--- src/rtl/dps_pkg.sv ---
// Package: shared constants and types for the delta-derivative phase selector.
// Assumes six loops ordered phase A, B, C, then pairs AB, BC, CA.
package dps_pkg;
    localparam int LOOPS = 6;
    localparam int NPH   = 3;
    // fault code bit positions
    localparam int BIT_A = 0;
    localparam int BIT_B = 1;
    localparam int BIT_C = 2;
    localparam int BIT_G = 3;

    typedef enum logic [1:0] {
        K_NONE   = 2'd0,
        K_SINGLE = 2'd1,
        K_THREE  = 2'd2,
        K_TWO    = 2'd3
    } fault_kind_e;
endpackage

--- src/rtl/dps_loop_form.sv ---
// Module: forms the six loop magnitudes from the three signed phase deltas.
// Outputs |A|,|B|,|C| in slots 0..2 and |A-B|,|B-C|,|C-A| in slots 3..5.
// Assumes MW >= DW+1 so every difference magnitude fits without overflow.
module dps_loop_form
    import dps_pkg::*;
#(
    parameter int DW = 16,
    parameter int MW = DW + 1
) (
    input  logic signed [DW-1:0]         ph_a,
    input  logic signed [DW-1:0]         ph_b,
    input  logic signed [DW-1:0]         ph_c,
    output logic [LOOPS-1:0][MW-1:0]     mag
);
    localparam int EXT = MW + 1 - DW;

    logic signed [MW:0] ph [NPH];

    // absolute value of a widened signed quantity
    function automatic logic [MW-1:0] absv(input logic signed [MW:0] x);
        logic signed [MW:0] n;
        n = x[MW] ? -x : x;
        return n[MW-1:0];
    endfunction

    assign ph[0] = {{EXT{ph_a[DW-1]}}, ph_a};
    assign ph[1] = {{EXT{ph_b[DW-1]}}, ph_b};
    assign ph[2] = {{EXT{ph_c[DW-1]}}, ph_c};

    // phase loop i and pair loop (i, i+1 mod 3)
    for (genvar i = 0; i < NPH; i++) begin : g_loop
        assign mag[i]       = absv(ph[i]);
        assign mag[NPH + i] = absv(ph[i] - ph[(i + 1) % NPH]);
    end
endmodule

--- src/rtl/dps_win_accum.sv ---
// Module: window control and the six loop accumulators.
// A start opens a window (its sample, if present, is the first); the window
// closes after NWIN accepted samples and win_done pulses with final sums.
// Assumes NWIN >= 2.
module dps_win_accum
    import dps_pkg::*;
#(
    parameter int NWIN = 4,
    parameter int MW   = 17,
    parameter int SW   = MW + $clog2(NWIN) + 1
) (
    input  logic                      clk,
    input  logic                      rst_n,
    input  logic                      start,
    input  logic                      smp_vld,
    input  logic [LOOPS-1:0][MW-1:0]  mag,
    output logic [LOOPS-1:0][SW-1:0]  sums,
    output logic                      win_done
);
    localparam int CW = $clog2(NWIN + 1);

    logic          armed;
    logic [CW-1:0] cnt;
    logic          take;
    logic          last;

    assign take = armed && smp_vld && !start;
    assign last = (cnt == CW'(NWIN - 1));

    // window sequencing: arm on start, count accepted samples, close at NWIN
    always_ff @(posedge clk) begin
        if (!rst_n) begin
            armed    <= 1'b0;
            cnt      <= '0;
            win_done <= 1'b0;
        end else begin
            win_done <= 1'b0;
            if (start) begin
                armed <= 1'b1;
                cnt   <= smp_vld ? CW'(1) : '0;
            end else if (take) begin
                cnt <= cnt + CW'(1);
                if (last) begin
                    armed    <= 1'b0;
                    win_done <= 1'b1;
                    cnt      <= '0;
                end
            end
        end
    end

    // one accumulator per loop: restart on start, add magnitude per sample
    for (genvar i = 0; i < LOOPS; i++) begin : g_acc
        always_ff @(posedge clk) begin
            if (!rst_n) begin
                sums[i] <= '0;
            end else if (start) begin
                sums[i] <= smp_vld ? SW'(mag[i]) : '0;
            end else if (take) begin
                sums[i] <= sums[i] + SW'(mag[i]);
            end
        end
    end

    p_cnt_bound_r2: assert property (@(posedge clk) disable iff (!rst_n)
        cnt < CW'(NWIN));

    p_close_on_sample_r12: assert property (@(posedge clk) disable iff (!rst_n)
        win_done |-> $past(smp_vld) && !$past(start));

    p_start_restart_r10: assert property (@(posedge clk) disable iff (!rst_n)
        start |=> !win_done);
endmodule

--- src/rtl/dps_classify.sv ---
// Module: combinational fault classifier over the six window sums.
// Ratio tests use shifts: "much smaller" is x<<much < y, "comparable" is
// x >= max>>near. Priority: single-phase, three-phase, two-phase.
// Assumes sums are stable for the cycle in which the result is latched.
module dps_classify
    import dps_pkg::*;
#(
    parameter int SW  = 20,
    parameter int SHW = 3,
    parameter int TW  = SW + 2
) (
    input  logic [LOOPS-1:0][SW-1:0] sums,
    input  logic [SHW-1:0]           much_sh,
    input  logic [SHW-1:0]           near_sh,
    input  logic [TW-1:0]            thr,
    output logic [3:0]               code,
    output logic                     valid,
    output logic                     fallback
);
    localparam int CW = SW + (1 << SHW);

    logic [CW-1:0]    w [LOOPS];
    logic [TW-1:0]    pair_total;
    logic [NPH-1:0]   sgl;
    logic [NPH-1:0]   two;
    logic             three;
    logic [CW-1:0]    mx;
    fault_kind_e      kind;
    logic [1:0]       idx;

    for (genvar k = 0; k < LOOPS; k++) begin : g_wide
        assign w[k] = CW'(sums[k]);
    end

    assign pair_total = TW'(sums[NPH]) + TW'(sums[NPH+1]) + TW'(sums[NPH+2]);
    assign valid      = pair_total > thr;

    // per-phase single-phase and quiet-phase tests
    for (genvar i = 0; i < NPH; i++) begin : g_phase
        localparam int OPP = NPH + (i + 1) % NPH;
        localparam int PX  = NPH + i;
        localparam int PY  = NPH + (i + 2) % NPH;
        localparam int Q1  = (i + 1) % NPH;
        localparam int Q2  = (i + 2) % NPH;
        assign sgl[i] = ((w[OPP] << much_sh) < w[PX]) &&
                        ((w[OPP] << much_sh) < w[PY]) &&
                        (w[i] > (w[Q1] << much_sh)) &&
                        (w[i] > (w[Q2] << much_sh));
        assign two[i] = ((w[i] << much_sh) < w[Q1]) &&
                        ((w[i] << much_sh) < w[Q2]);
    end

    // largest of the six sums and the comparability test against it
    always_comb begin
        mx = '0;
        for (int k = 0; k < LOOPS; k++) begin
            if (w[k] > mx) mx = w[k];
        end
        three = 1'b1;
        for (int k = 0; k < LOOPS; k++) begin
            if (w[k] < (mx >> near_sh)) three = 1'b0;
        end
    end

    // pick the fault kind in priority order and the phase it refers to
    always_comb begin
        kind = K_NONE;
        idx  = 2'd0;
        if (valid) begin
            if (|sgl) begin
                kind = K_SINGLE;
                for (int i = NPH - 1; i >= 0; i--) begin
                    if (sgl[i]) idx = 2'(i);
                end
            end else if (three) begin
                kind = K_THREE;
            end else if (|two) begin
                kind = K_TWO;
                for (int i = NPH - 1; i >= 0; i--) begin
                    if (two[i]) idx = 2'(i);
                end
            end
        end
    end

    // build the {ground, C, B, A} code from the chosen kind
    always_comb begin
        code     = 4'b0000;
        fallback = 1'b0;
        case (kind)
            K_SINGLE: begin
                code[BIT_G] = 1'b1;
                code[idx]   = 1'b1;
            end
            K_THREE: begin
                code[BIT_C:BIT_A] = 3'b111;
            end
            K_TWO: begin
                code[BIT_C:BIT_A] = 3'b111;
                code[idx]         = 1'b0;
            end
            default: fallback = 1'b1;
        endcase
    end
endmodule

--- src/rtl/delta_phase_sel.sv ---
// Module: top of the delta-derivative phase selector. Forms loops,
// accumulates over a start-triggered window, classifies and latches the
// result with a one-cycle done strobe. Outputs hold between strobes.
module delta_phase_sel
    import dps_pkg::*;
#(
    parameter int  DW   = 16,
    parameter int  NWIN = 4,
    parameter int  SHW  = 3,
    localparam int TW   = DW + $clog2(NWIN) + 4
) (
    input  logic                 clk,
    input  logic                 rst_n,
    input  logic                 start_i,
    input  logic                 smp_vld_i,
    input  logic signed [DW-1:0] dia_i,
    input  logic signed [DW-1:0] dib_i,
    input  logic signed [DW-1:0] dic_i,
    input  logic [SHW-1:0]       much_shift_i,
    input  logic [SHW-1:0]       near_shift_i,
    input  logic [TW-1:0]        thr_i,
    output logic                 done_o,
    output logic [3:0]           code_o,
    output logic                 valid_o,
    output logic                 fallback_o
);
    localparam int MW = DW + 1;
    localparam int SW = MW + $clog2(NWIN) + 1;

    logic [LOOPS-1:0][MW-1:0] mag;
    logic [LOOPS-1:0][SW-1:0] sums;
    logic                     win_done;
    logic [3:0]               cls_code;
    logic                     cls_valid;
    logic                     cls_fb;

    dps_loop_form #(.DW(DW), .MW(MW)) u_form (
        .ph_a (dia_i),
        .ph_b (dib_i),
        .ph_c (dic_i),
        .mag  (mag)
    );

    dps_win_accum #(.NWIN(NWIN), .MW(MW), .SW(SW)) u_acc (
        .clk      (clk),
        .rst_n    (rst_n),
        .start    (start_i),
        .smp_vld  (smp_vld_i),
        .mag      (mag),
        .sums     (sums),
        .win_done (win_done)
    );

    dps_classify #(.SW(SW), .SHW(SHW), .TW(TW)) u_cls (
        .sums     (sums),
        .much_sh  (much_shift_i),
        .near_sh  (near_shift_i),
        .thr      (thr_i),
        .code     (cls_code),
        .valid    (cls_valid),
        .fallback (cls_fb)
    );

    // result register: capture the classification when a window closes
    always_ff @(posedge clk) begin
        if (!rst_n) begin
            done_o     <= 1'b0;
            code_o     <= '0;
            valid_o    <= 1'b0;
            fallback_o <= 1'b0;
        end else begin
            done_o <= win_done;
            if (win_done) begin
                code_o     <= cls_code;
                valid_o    <= cls_valid;
                fallback_o <= cls_fb;
            end
        end
    end

    p_done_pulse_r3: assert property (@(posedge clk) disable iff (!rst_n)
        done_o |=> !done_o);

    p_hold_between_r3: assert property (@(posedge clk) disable iff (!rst_n)
        !done_o |-> $stable(code_o) && $stable(valid_o) && $stable(fallback_o));

    p_invalid_fallback_r4: assert property (@(posedge clk) disable iff (!rst_n)
        done_o && !valid_o |-> fallback_o && (code_o == 4'b0000));

    p_ground_single_r5: assert property (@(posedge clk) disable iff (!rst_n)
        done_o && code_o[BIT_G] |-> ($countones(code_o[BIT_C:BIT_A]) == 1));

    p_fallback_empty_r9: assert property (@(posedge clk) disable iff (!rst_n)
        done_o && fallback_o |-> (code_o == 4'b0000));
endmodule

--- config.mk ---
export PLATFORM = sky130hd
export DESIGN_NAME = delta_phase_sel
export DESIGN_NICKNAME = d
export VERILOG_FILES = /design/src/rtl/dps_pkg.sv /design/src/rtl/dps_loop_form.sv /design/src/rtl/dps_win_accum.sv /design/src/rtl/dps_classify.sv /design/src/rtl/delta_phase_sel.sv
export SDC_FILE = /design/constraint.sdc
export NUM_CORES = 2
export LEC_CHECK = 0
export BUFFER_PORTS_ARGS = -buffer_cell sky130_fd_sc_hd__buf_2
export CELL_PAD_IN_SITES_DETAIL_PLACEMENT = 1
export CELL_PAD_IN_SITES_GLOBAL_PLACEMENT = 2
export CORE_AREA = 4 4 237 355
export CTS_BUF_LIST = sky130_fd_sc_hd__clkbuf_16
export CTS_CLUSTER_DIAMETER = 150
export DETAILED_ROUTE_END_ITERATION = 8
export DIE_AREA = 0 0 241 359
export PLACE_DENSITY = 0.88
export SYNTH_ARGS = -nofsm -noshare
export SYNTH_HDL_FRONTEND = slang
export SYNTH_SLANG_ARGS = --single-unit
--- constraint.sdc ---
create_clock -name clk -period 18.5 [get_ports clk]
set_input_delay 0.925 -clock clk [delete_from_list [all_inputs] [get_ports clk]]
set_output_delay 0.925 -clock clk [all_outputs]
set_load 0.1 [all_outputs]
Word level (Yosys, flattened, before mapping) --
Index checks and enable logic that the tools add are counted. Widths: inputs -> output; s select.
Operators by class: add/sub/neg operators 18, bitwise gates (word level) 3, multiplexer cells 63, eq/ne operators 4, order comparisons 33, shifts and indexed selects 7, reductions and logical operators 23
Operator list (count):
- $mux 20 | 18
- $lt 28x20->1 | 12
- $mux 17 | 12
- $gt 20x28->1 | 6
- $lt 20x28->1 | 6
- $shl 20x3->28 | 6
- $add 20x17->20 | 6
- $gt 20x20->1 | 5
- $neg 16->17 | 3
- $neg 17->17 | 3
- $sub 16x16->17 | 3
- $mux 2 | 14
- $shr 20x3->28 | 1
- $add 22x20->22 | 1
- $gt 22x22->1 | 1
- $add 20x20->21 | 1
- $gt 20x1->1 const B | 1
- $logic_and 1x1->1 | 15
- $mux 1 | 14
- $reduce_or 3->1 | 4
- $mux 3 | 3
- $pmux 3 s3 | 1
- $eq 2x2->1 const B | 2
- $reduce_bool 2->1 | 2
- 10 further kinds | 11
Word-level totals: register bits 132

Logic depth before layout (Yosys ltp) --
depth in word-level cells 29, mapped depth 87

By module --
Synthesis repeated with hierarchy kept, for this count alone.
Unflattened totals: cell total of the unflattened synthesis 4555, area, all modules 33315.7 µm²
Modules (own cells, without submodules):
- dps_classify | cells each 2481, seq. area each 0.0 µm², area an instance 18247.5 µm², times used 1
- dps_win_accum | cells each 1366, seq. area each 2502.4 µm², area an instance 10172.3 µm², times used 1
- dps_loop_form | cells each 687, seq. area each 0.0 µm², area an instance 4639.4 µm², times used 1
- delta_phase_sel | cells each 21, seq. area each 140.1 µm², area an instance 256.5 µm², times used 1

Worst setup path before layout --
OpenSTA, ideal clock, no wires.
path type reg-to-reg, from register u_acc.sums[10] in the netlist's numbering, to register code_o[1], required time 18437 ps, arrival 14745 ps, path slack 3692 ps, library setup time 63 ps, stages on the path, launching flop included 86, cells stage by stage dfxtp_1 > clkbuf_1 > inv_1 > ha_1 > nand4_1 > nor4_2 > a21boi_2 > nand4b_1 > and2_1 > clkbuf_1 > clkbuf_1 > clkbuf_1 > nor2_1 > a21oi_1 > ha_1 > nor2b_1 > o211ai_1 > a21boi_1 > (+50 left out) > clkbuf_1 > a21oi_1 > mux2i_1 > a21oi_1 > nand2_1 > o21ai_0 > ha_1 > a21o_1 > a21o_1 > a21oi_1 > o21ai_0 > or2_2 > a21oi_1 > or3_1 > a2111o_1 > or4b_4 > nor2_1 > o221a_1
Between the ends: word-level cells in the longest chain between the ends 29
Ends and longest elaborated chain:
- start, declared | line dps_win_accum.sv:17 | output logic [LOOPS-1:0][SW-1:0] sums,
- start signal, assigned by index | line dps_win_accum.sv:58 | sums[i] <= smp_vld ? SW'(mag[i]) : '0;
- start signal, assigned by index | line dps_win_accum.sv:60 | sums[i] <= sums[i] + SW'(mag[i]);
- $gt 20x1->1 | line dps_classify.sv:57 | if (w[k] > mx) mx = w[k];
- $mux 20 | line dps_classify.sv:57
- $gt 20x20->1 | line dps_classify.sv:57
- $mux 20 | line dps_classify.sv:57
- $gt 20x20->1 | line dps_classify.sv:57
- $mux 20 | line dps_classify.sv:57
- $gt 20x20->1 | line dps_classify.sv:57
- $mux 20 | line dps_classify.sv:57
- (+13 left out)
- $mux 2 | line dps_classify.sv:70 | if (|sgl) begin
- $mux 2 | line dps_classify.sv:69 | if (valid) begin
- $lt 2x3->1 (not written as such) or $ge 2x1->1 (tied branches) | line dps_classify.sv:93, dps_classify.sv:100
- $logic_and 1x1->1 (not written as such) | line dps_classify.sv:93, dps_classify.sv:100
- $mux 1 (not written as such) | line dps_classify.sv:93, dps_classify.sv:100
- $demux 1 s2
- $not 3->3 (no source line)
- $pmux 3 s3 * | line dps_classify.sv:90 | case (kind)
- end signal, assigned | line delta_phase_sel.sv:74 | code_o <= cls_code;
- end, declared | line delta_phase_sel.sv:23 | output logic [3:0] code_o,
Every way passes the cells marked *; elsewhere a longest branch is shown, timed or not. A chain may end at the register's enable or synchronous reset.

Worst setup path in the final report --
from register u_acc.sums[16] in the netlist's numbering, to register code_o[1]
Same word-level chain as after synthesis.

==> summary.txt <==
Detailed routing
  • DRT Pass-1 Iters: 6
  • ANT nets after route: 0
  • Initial DRC count: between 2k and 2.5k
  • DR WL/cell: 27.2 um
  • DRC: 0
  • Routed WL: between 100 and 150 mm
  • Via Count: between 30k and 40k
  • Via/cell ratio: ~6.2

Critical path
  • Top cell by count, worst path: a21oi_1
  • Worst reg2reg path startpoint: u_acc.sums[16]
  • Worst path required time: roughly 19 ns
  • Worst path slowest cell: a31oi_1
  • Worst R2R End: code_o[1]
  • Critical Path End: code_o[1]
  • WP data arrival: approximately 17 ns
  • Reg2reg path depth: 71
  • Worst setup path class: reg2reg
  • Max incr delay on CP: about 0.70 ns
  • Critical path launch point type: flop
  • CP Max Fanout: 38
  • Crit path from: u_acc.sums[16]
  • Setup slack, reg-to-reg: between 2 and 2.5 ns
  • Crit end category: flop

Synthesis
  • Primary FF master, synth: dfxtp_1
  • YS warnings: 0
  • Avg Inst Size Synth: 7.30 um^2
  • Yosys top cell area share: 25.6%
  • Count leader, synth: ha_1
  • Synth area leader: ha_1
  • Post-synth ARST share: 0%
  • Seq/Total Area, Yosys: under 10%
  • Post-synth EDFFs: 0
  • Gate Count Post-Synth: roughly 4.3k
  • FF+latch count, synth: around 130
  • Synth area leaders: ha_1 (26%), dfxtp_1 (8.4%), a21oi_1 (7.3%)
  • List of most frequent post-synthesis cells: ha_1 (645), a21oi_1 (457), inv_1 (410), nand2_1 (318), nor2_1 (286)
  • Synth cell types: 88
  • Post-Syn Area: around 31000 um^2

Pwr
  • Leakage: approximately 16 nW
  • VDD IR max: approximately 0.048 mV
  • P per Cell Area: roughly 87 nW/um^2

Global routing
  • Initial antenna violation count: 1
  • GRT overflow: 0
  • Pin count of the biggest net entering global routing: between 70 and 80
  • Global-route wire length before repair: about 210 mm
  • Number of global-route vias before repair: ~34k
  • All-layer global routing usage: between 30% and 40%

Clock network
  • H-tree Lvls: 4
  • TritonCTS clock tree: done
  • Num Clock Sinks: about 130
  • CTS Buffer Depth: 2
  • Clock transition at path regs: ~0.09 ns
  • Number of gates resized after CTS: 0
  • CTS root buffer: clkbuf_16
  • TritonCTS buffer count: 17
  • Postcts setup bufs: 0
  • Clk_lat worst skew: around 0.50 ns
  • Hold Buf Count CTS: 0

Floorplan
  • IO Pins: a little under 90
  • Die Wd: 241 um
  • Die height: 359 um
  • Starting Density: around 39%
  • Die ar.: 86500 um^2
  • Rows: between 100 and 150
  • Core Region: ~81000 um^2

STA
  • Clock Skew: roughly 0.031 ns
  • Worst Tran Pin Value: 1.18 ns
  • Max Slew Vio Count: 0
  • Relative slew slack: a little over a fifth
  • Worst setup margin: approximately 2.2 ns
  • Fin Setup TNS: 0 ns
  • Fmax: 61.5 MHz
  • Unrepaired setup endpoints after global routing: no
  • Tcrit/Tclk final: around 90%
  • Minimum clock period: ~16 ns
  • Final-report hold violation count: 0
  • Final setup viols: 0

Finish
  • Filler cell count: slightly above 10k
  • Final Net Count: a little over 5k
  • Layout Area Growth over Synthesis: 7.57%
  • Final instance area: around 34000 um^2
  • Layout cell share with drive strength beyond 1: 7.09%
  • Final Instance Count excl. Fillers: about 5.4k
  • Final design utilization: between 40% and 50%

Placement
  • Port Buffers: 86
  • Dpl ws: 2.39 ns
  • DP Area: 33300 um^2
  • Placed insts: ~5.4k
  • DP Wirelength: approximately 120 mm
  • GPL Wtd Cong: roughly 1.1

Run
  • Max-Cap Viols: 0

Status
  • Outcome: finished clean

Min path
  • Hold Path Class: reg2reg
[state kept, by name (all words and copies together) (netlist names)]
| signal | count |
|---|---|
| valid_o | 1 |
| u_acc.armed | 1 |
| fallback_o | 1 |
| code_o | 4 |
| u_acc.cnt | 3 |
| u_acc.sums | 120 |
| u_acc.win_done | 1 |
| done_o | 1 |
[per-stage QoR]
stage	hold slack, ns	power, W
floorplan	0.431	0.00187
global placement	0.438	0.00250
detailed placement	0.452	0.00255
CTS	0.462	0.00293
global route	0.502	0.00319
finish	0.460	0.00296
[cells in the final DEF (no fill, tap or decap), types with 78 or more instances in the layout]
master	n
ha_1	645
inv_1	411
buf_2	80
mux2i_1	113
and2_1	78
nand2b_1	96
nor2_1	286
nor2b_1	95
a21oi_1	457
o21bai_1	113
a21o_1	109
xnor2_1	234
buf_4	100
dfxtp_1	132
nand2_1	317
o21ai_0	273
nand3_1	128
[worst min path at each step]
stage                    to  slack [ns]  cells after the start         start
2_1_floorplan  u_acc.cnt[2]        0.43                      2  u_acc.cnt[2]
3_3_place_gp   u_acc.cnt[2]        0.44                      2  u_acc.cnt[2]
3_5_place_dp   u_acc.cnt[2]        0.45                      2  u_acc.cnt[2]
4_1_cts        u_acc.cnt[2]        0.46                      2  u_acc.cnt[2]
5_1_grt        u_acc.cnt[2]        0.50                      2  u_acc.cnt[2]
6_report       u_acc.cnt[2]        0.46                      2  u_acc.cnt[2]
[layer usage]
metal	vias to the layer above	wire length (um)	global-route usage, %
li1	15400	-	-
met1	16200	53500	35.2
met2	1056	70500	57.1
met3	480	6940	4.05
met4	0	15800	27.6
met5	-	0	0
[worst max-delay path, delay by kind of cell (launching register included)]
kind                       cells  cell delay (ns)
and+or+nand+nor               24             4.83
muxes                          2             0.46
adders and majority gates      6             1.75
buffers and inverters          7             1.75
AOI/OAI and AO/OA             32             6.96
DFF                            1             0.41
[cell families (layout without fill, tap and decap cells)]
family                     count (synthesis)  count (layout)  synth area share (%)
buffers and inverters                    598             627                  7.17
DFF                                      132             132                  8.40
and+or+nand+nor                         1204            1204                  18.8
AOI/OAI and AO/OA                       1282            1282                  25.4
adders and majority gates                664             664                  26.6
other                                      1               7                0.0119
xor gates and xnor gates                 273             273                  7.60
muxes                                    159             159                  6.05
[final cells by class]
class	count	area [um^2]	area share (%)
Clock buffer	17	425	1.26
Clock inverter	15	134	0.395
Inverter	412	1550	4.57
Tap cell	1040	1300	3.84
Sequential cell	132	2640	7.80
Timing Repair Buffer	183	1180	3.49
Multi-Input combinational cell	3585	26600	78.6
Antenna cell	4	10.0	0.0296
[where the power goes]
part	leakage (nW)	switching [W]	total (W)	internal (W)
Sequential	1.08	0.0000509	0.000356	0.000305
Combinational	14.4	0.00140	0.00224	0.000845
Clock	0.265	0.000175	0.000361	0.000185
Power figures use the tool's default switching activity.
